File: config.mk
export PLATFORM = sky130hd
export DESIGN_NAME = pred_wren_unit
export DESIGN_NICKNAME = d
export VERILOG_FILES = /design/src/rtl/pwe_pkg.sv /design/src/rtl/pwe_rst_sync.sv /design/src/rtl/pwe_lane_expand.sv /design/src/rtl/pwe_gate.sv /design/src/rtl/pwe_out_stage.sv /design/src/rtl/pred_wren_unit.sv
export SDC_FILE = /design/constraint.sdc
export NUM_CORES = 1
export LEC_CHECK = 0
export ABC_AREA = 1
export CORE_MARGIN = 1.5
export CORE_UTILIZATION = 42
export DETAILED_ROUTE_END_ITERATION = 8
export GPL_ROUTABILITY_DRIVEN = 0
export PLACE_DENSITY = 0.82
export SYNTH_ARGS = -nofsm -noshare
export SYNTH_HDL_FRONTEND = slang
export SYNTH_SLANG_ARGS = --single-unit
File: constraint.sdc
create_clock -name clk -period 0.8 [get_ports clk]
set_input_delay 0.16 -clock clk [delete_from_list [all_inputs] [get_ports clk]]
set_output_delay 0.16 -clock clk [all_outputs]
set_load 0.02 [all_outputs]
File: src/rtl/pwe_pkg.sv
package pwe_pkg;
  localparam int unsigned DATA_W  = 64;
  localparam int unsigned BYTE_W  = 8;
  localparam int unsigned NBYTES  = DATA_W / BYTE_W;
  localparam int unsigned PRED_W  = NBYTES;
  localparam int unsigned WCODE_W = $clog2($clog2(NBYTES) + 1);
  localparam int unsigned DST_W   = 5;

  typedef struct packed {
    logic                valid;
    logic [DST_W-1:0]    dst;
    logic [NBYTES-1:0]   byte_en;
    logic [DATA_W-1:0]   data;
  } wr_pkt_t;
endpackage

File: src/rtl/pwe_rst_sync.sv
module pwe_rst_sync #(
  parameter int unsigned STAGES = 2
) (
  input  logic clk,
  input  logic rst_n,
  output logic rst_n_sync
);
  logic [STAGES-1:0] chain_q;

  always_ff @(posedge clk or negedge rst_n) begin
    if (!rst_n) chain_q <= '0;
    else        chain_q <= {chain_q[STAGES-2:0], 1'b1};
  end

  assign rst_n_sync = chain_q[STAGES-1];
endmodule

File: src/rtl/pwe_lane_expand.sv
module pwe_lane_expand
  import pwe_pkg::*;
#(
  parameter int unsigned N_LANES = NBYTES,
  parameter int unsigned P_W     = PRED_W,
  parameter int unsigned W_W     = WCODE_W
) (
  input  logic [P_W-1:0]     pred,
  input  logic               invert,
  input  logic [W_W-1:0]     width,
  output logic [N_LANES-1:0] lane_on
);
  localparam int unsigned SEL_W = $clog2(P_W);
  logic [P_W-1:0] eff_pred;

  assign eff_pred = pred ^ {P_W{invert}};

  for (genvar b = 0; b < N_LANES; b++) begin : g_lane
    localparam logic [SEL_W-1:0] LANE_ID = SEL_W'(b);
    logic [SEL_W-1:0] elem_sel;
    assign elem_sel   = LANE_ID >> width;
    assign lane_on[b] = eff_pred[elem_sel];
  end
endmodule

File: src/rtl/pwe_gate.sv
module pwe_gate
  import pwe_pkg::*;
#(
  parameter int unsigned N_LANES = NBYTES,
  parameter int unsigned L_W     = BYTE_W
) (
  input  logic                 valid,
  input  logic                 zeroing,
  input  logic [N_LANES-1:0]   lane_on,
  input  logic [N_LANES*L_W-1:0] result,
  output logic [N_LANES-1:0]   byte_en,
  output logic [N_LANES*L_W-1:0] data
);
  for (genvar b = 0; b < N_LANES; b++) begin : g_byte
    always_comb begin
      if (!valid)       byte_en[b] = 1'b0;
      else if (zeroing) byte_en[b] = 1'b1;
      else              byte_en[b] = lane_on[b];

      if (zeroing && !lane_on[b]) data[b*L_W +: L_W] = '0;
      else                        data[b*L_W +: L_W] = result[b*L_W +: L_W];
    end
  end
endmodule

File: src/rtl/pwe_out_stage.sv
module pwe_out_stage
  import pwe_pkg::*;
(
  input  logic    clk,
  input  logic    rst_n,
  input  wr_pkt_t pkt_d,
  output wr_pkt_t pkt_q
);
  logic              valid_n, valid_r;
  logic [NBYTES-1:0] be_n, be_r;
  logic              load_en;
  logic [DST_W-1:0]  dst_r;
  logic [DATA_W-1:0] data_r;

  assign load_en = pkt_d.valid;

  always_comb begin
    valid_n = pkt_d.valid;
    be_n    = pkt_d.valid ? pkt_d.byte_en : '0;
  end

  always_ff @(posedge clk or negedge rst_n) begin
    if (!rst_n) begin
      valid_r <= 1'b0;
      be_r    <= '0;
    end else begin
      valid_r <= valid_n;
      be_r    <= be_n;
    end
  end

  always_ff @(posedge clk) begin
    if (load_en) begin
      dst_r  <= pkt_d.dst;
      data_r <= pkt_d.data;
    end
  end

  assign pkt_q.valid   = valid_r;
  assign pkt_q.byte_en = be_r;
  assign pkt_q.dst     = dst_r;
  assign pkt_q.data    = data_r;
endmodule

File: src/rtl/pred_wren_unit.sv
module pred_wren_unit
  import pwe_pkg::*;
(
  input  logic               clk,
  input  logic               rst_n,
  input  logic               in_valid,
  input  logic [DST_W-1:0]   in_dst,
  input  logic [DATA_W-1:0]  in_result,
  input  logic [PRED_W-1:0]  in_pred,
  input  logic [WCODE_W-1:0] in_width,
  input  logic               in_zeroing,
  input  logic               in_invert,
  output logic               wr_valid,
  output logic [DST_W-1:0]   wr_dst,
  output logic [NBYTES-1:0]  wr_byte_en,
  output logic [DATA_W-1:0]  wr_data
);
  logic              rst_n_s;
  logic [NBYTES-1:0] lane_on;
  logic [NBYTES-1:0] be_c;
  logic [DATA_W-1:0] data_c;
  wr_pkt_t           pkt_d, pkt_q;

  pwe_rst_sync #(.STAGES(2)) u_rst (
    .clk(clk), .rst_n(rst_n), .rst_n_sync(rst_n_s)
  );

  pwe_lane_expand u_expand (
    .pred(in_pred), .invert(in_invert), .width(in_width), .lane_on(lane_on)
  );

  pwe_gate u_gate (
    .valid(in_valid), .zeroing(in_zeroing), .lane_on(lane_on),
    .result(in_result), .byte_en(be_c), .data(data_c)
  );

  always_comb begin
    pkt_d.valid   = in_valid;
    pkt_d.dst     = in_dst;
    pkt_d.byte_en = be_c;
    pkt_d.data    = data_c;
  end

  pwe_out_stage u_out (
    .clk(clk), .rst_n(rst_n_s), .pkt_d(pkt_d), .pkt_q(pkt_q)
  );

  assign wr_valid   = pkt_q.valid;
  assign wr_dst     = pkt_q.dst;
  assign wr_byte_en = pkt_q.byte_en;
  assign wr_data    = pkt_q.data;
endmodule

==> results.sh, run 1 <==
export IMPL_placed_cell_area_um2=5673
export IMPL_antennaDiodeCount=0
export IMPL_layout_drive_gt1_share_pct=54.97
export IMPL_total_power_uw=11980
export IMPL_drt_pre_antenna_iters=4
export IMPL_clk_insertion_delay_late_ns=0.35
export IMPL_setup_slack_of_the_critical_path_after_layout_ns=-0.4086
export IMPL_grt_pass1_wl_um=18310
export IMPL_detail_route_vias_per_cell=5.309
export IMPL_cp_data_required_time_ns=0.90
export IMPL_layout_area_overhead_vs_synth_pct=88.48
export IMPL_initial_antenna_violation_count=0
export IMPL_timing_setup_critical_path_class="in2reg"
export IMPL_use_met2_pct=49.35
export IMPL_netlist_area_um2=3628
export IMPL_finalHoldViolations=0
export IMPL_drt_drc_violations_left=0
export IMPL_route_detailed_wl_per_inst_um=21.02
export IMPL_clkSlewWorstSetupHoldPaths_ns=0.09
export IMPL_power_density_nw_per_um2=1752
export IMPL_critPathCaptureType="flop"
export IMPL_min_period_over_period_pct=151.1
export IMPL_drt_iter0_markers=136
export IMPL_cts_root_buffer="sky130_fd_sc_hd__clkbuf_8"
export IMPL_dr_total_vias=3493
export IMPL_htree_levels=3
export IMPL_dp_hpwl_um=7195
export IMPL_post_route_cell_area_um2=6839
export IMPL_numClockSinks=80
export IMPL_synth_cells=332
export IMPL_rsz0062_at_grt="true"
export IMPL_cts_inserted_buffers=9
export IMPL_globalRouteMet1Util_pct=30.65
export IMPL_syn_avg_cell_area_um2=10.93
export IMPL_clock_tree_buffer_depth=2
export IMPL_most_used_cells_in_the_layout_excluding_fill_and_tap_cells="74 x sky130_fd_sc_hd__buf_6, 70 x sky130_fd_sc_hd__clkdlybuf4s50_1, 69 x sky130_fd_sc_hd__edfxtp_1"
export IMPL_postRouteAntennaNets=0
export IMPL_finalMaxSlewViolations=0
export IMPL_filler_cell_count=367
export IMPL_ys_seq_area_share_pct=64.69
export IMPL_floorplan_die_area_um2=9205
export IMPL_final_setup_skew_ns=0.01067
export IMPL_violations_in_the_final_reports="setup timing"
export IMPL_maximum_number_of_pins_on_one_net_before_global_route_repair=29
export IMPL_die_x_um=95.95
export IMPL_start_util_pct=43.72
export IMPL_synth_largest_area_cell="sky130_fd_sc_hd__edfxtp_1"
export IMPL_max_cap_viol_count=0
export IMPL_worst_setup_path_start_kind="input pin"
export IMPL_pre_cts_slack_ns=-1.251
export IMPL_ys_seq_elements=80
export IMPL_area_of_the_multi_input_gates_um2=1698
export IMPL_worst_ir_drop_vdd_uv=854.8
export IMPL_yosys_top_cells_area="sky130_fd_sc_hd__edfxtp_1 57%, sky130_fd_sc_hd__inv_1 8.0%, sky130_fd_sc_hd__dfrtp_1 7.6%, sky130_fd_sc_hd__nand3_1 6.6%, sky130_fd_sc_hd__nand2_1 5.7%"
export IMPL_global_route_peak_usage_layer="met2"
export IMPL_synth_top_cell_area_share_pct=57.10
export IMPL_placement_rows=33
export IMPL_hold_class="reg2async"
export IMPL_total_congestion_overflow=0
export IMPL_io_buffer_count=161
export IMPL_layout_cells_most_common="sky130_fd_sc_hd__buf_6"
export IMPL_static_leakage_power_uw=0.003043
export IMPL_finalSetupViolCount=149
export IMPL_ys_types=23
export IMPL_mappedNetlistNets=421
export IMPL_final_net_count=638
export IMPL_period_minus_slack_ns=1.209
export IMPL_synth_warnings=0
export IMPL_groute_layer_met3_usage_pct=3.870
export IMPL_crit_path_max_fanout=4
export IMPL_core_area_um2=8299
export IMPL_timing_critical_path_arrival_ns=1.31
export IMPL_die_height_um=95.95
export IMPL_tritoncts="yes"
export IMPL_route_final_wire_length_um=13830
export IMPL_grt_pass1_vias=3482
export IMPL_outcome="finished with violations"
export IMPL_io_pins=162
export IMPL_sequential_cell_area_um2=2347
export IMPL_grtUsageTotal_pct=27.75
export IMPL_maxClockFrequency_mhz=827.4
## layer usage
metal | vias up | wire [µm]
met5 | - | 0
met3 | 69 | 907
li1 | 1526 | -
met2 | 220 | 6987
met1 | 1678 | 5120
met4 | 0 | 814
## registers in the layout, indices dropped and copies added (netlist names)
name	count
u_out.valid_r	1
u_out.be_r	8
u_out.data_r	64
u_out.dst_r	5
u_rst.chain_q	2
## worst max-delay path, cell delays in order
cell	delay, ns
sky130_fd_sc_hd__buf_8	0.10
sky130_fd_sc_hd__buf_6	0.13
sky130_fd_sc_hd__ha_4	0.18
sky130_fd_sc_hd__inv_2	0.09
sky130_fd_sc_hd__nand3_1	0.10
sky130_fd_sc_hd__nand3_1	0.17
sky130_fd_sc_hd__nand3_4	0.16
sky130_fd_sc_hd__nand2_4	0.15
sky130_fd_sc_hd__a21boi_2	0.07
## metrics by stage
stage          utilization, %  instances  hold slack [ns]  TNS [ns]
3_3_place_gp            68.36        621           0.1371    -97.61
3_5_place_dp            68.36        621           0.1412   -103.37
2_1_floorplan               -        332          -0.1356    -30.65
5_1_grt                 82.41        658           0.1786    -42.63
6_report                82.41        658           0.1389    -39.03
4_1_cts                 77.54        652           0.1487    -32.14
## where the power goes
part           switching, µW  internal (µW)
clock                   1500           1730
sequential               179           4980
combinational           1930           1660
total                   3610           8370
## final cells by class
type	count	area share [%]
multi-input combinational	172	24.83
clock inverter	6	1.244
inverter	79	5.214
timing repair buffer	207	30.66
clock buffer	9	1.811
sequential	80	34.32
tap	105	1.921
## Yosys cell counts
cell type,count
sky130_fd_sc_hd__a21boi_0,8
sky130_fd_sc_hd__o21ai_2,1
sky130_fd_sc_hd__nand2_4,2
sky130_fd_sc_hd__conb_1,1
sky130_fd_sc_hd__inv_8,1
sky130_fd_sc_hd__ha_1,5
sky130_fd_sc_hd__inv_1,77
sky130_fd_sc_hd__buf_2,1
sky130_fd_sc_hd__buf_6,1
sky130_fd_sc_hd__o21ai_4,1
sky130_fd_sc_hd__and2_4,2
sky130_fd_sc_hd__nand2_1,55
sky130_fd_sc_hd__nand2_2,11
sky130_fd_sc_hd__o211ai_1,1
sky130_fd_sc_hd__a21oi_1,28
sky130_fd_sc_hd__edfxtp_1,69
sky130_fd_sc_hd__nand3_1,48
sky130_fd_sc_hd__o211ai_2,2
sky130_fd_sc_hd__bufinv_16,1
sky130_fd_sc_hd__xnor2_1,1
sky130_fd_sc_hd__dfrtp_1,11
sky130_fd_sc_hd__nand3_4,2
sky130_fd_sc_hd__clkbuf_1,3
## worst paths after layout
| kind | cells past startpoint | start | slack, ns | end |
|---|---|---|---|---|
| min in group clk | 2 | in_valid | 0.19 | u_out.valid_r |
| min | 0 | u_rst.chain_q[1] | 0.14 | u_out.be_r[6] |
| min reg2reg | 0 | u_rst.chain_q[1] | 0.14 | u_out.be_r[6] |
| max | 9 | in_width[1] | -0.41 | u_out.data_r[43] |
| max in group asynchronous | 2 | rst_n | 0.09 | u_rst.chain_q[0] |
| max reg2reg | 0 | u_rst.chain_q[0] | 0.32 | u_rst.chain_q[1] |
## logic make-up after synthesis
kind of cell | synth area share [%]
compound gates | 7.104
xor+xnor | 0.2414
fa+ha+maj | 1.724
buf+inv | 9.862
flops | 64.69
other cells | 0.1033
simple gates | 16.28
## timing repair
item                                    4_1_cts  5_1_grt
pin swaps                                    55       22
cloned                                        6        0
buffers inserted                              9        7
resized for setup                           561      114
endpoints found under the setup margin      150      150
hold buffers                                  1        0
endpoints found under the hold margin         2        0
No activity file was read; power rests on OpenSTA's default activity.
==> run 2, diff against run 1 <==
--- a/config.mk
+++ b/config.mk
@@ -6,6 +6,7 @@
 export NUM_CORES = 1
 export LEC_CHECK = 0
 export ABC_AREA = 1
+export ABC_CLOCK_PERIOD_IN_PS = 800
 export CORE_MARGIN = 1.5
 export CORE_UTILIZATION = 42
 export DETAILED_ROUTE_END_ITERATION = 8
==> results of run 2 <==
Final layout, timing and power as in run 1 (identical DEF).
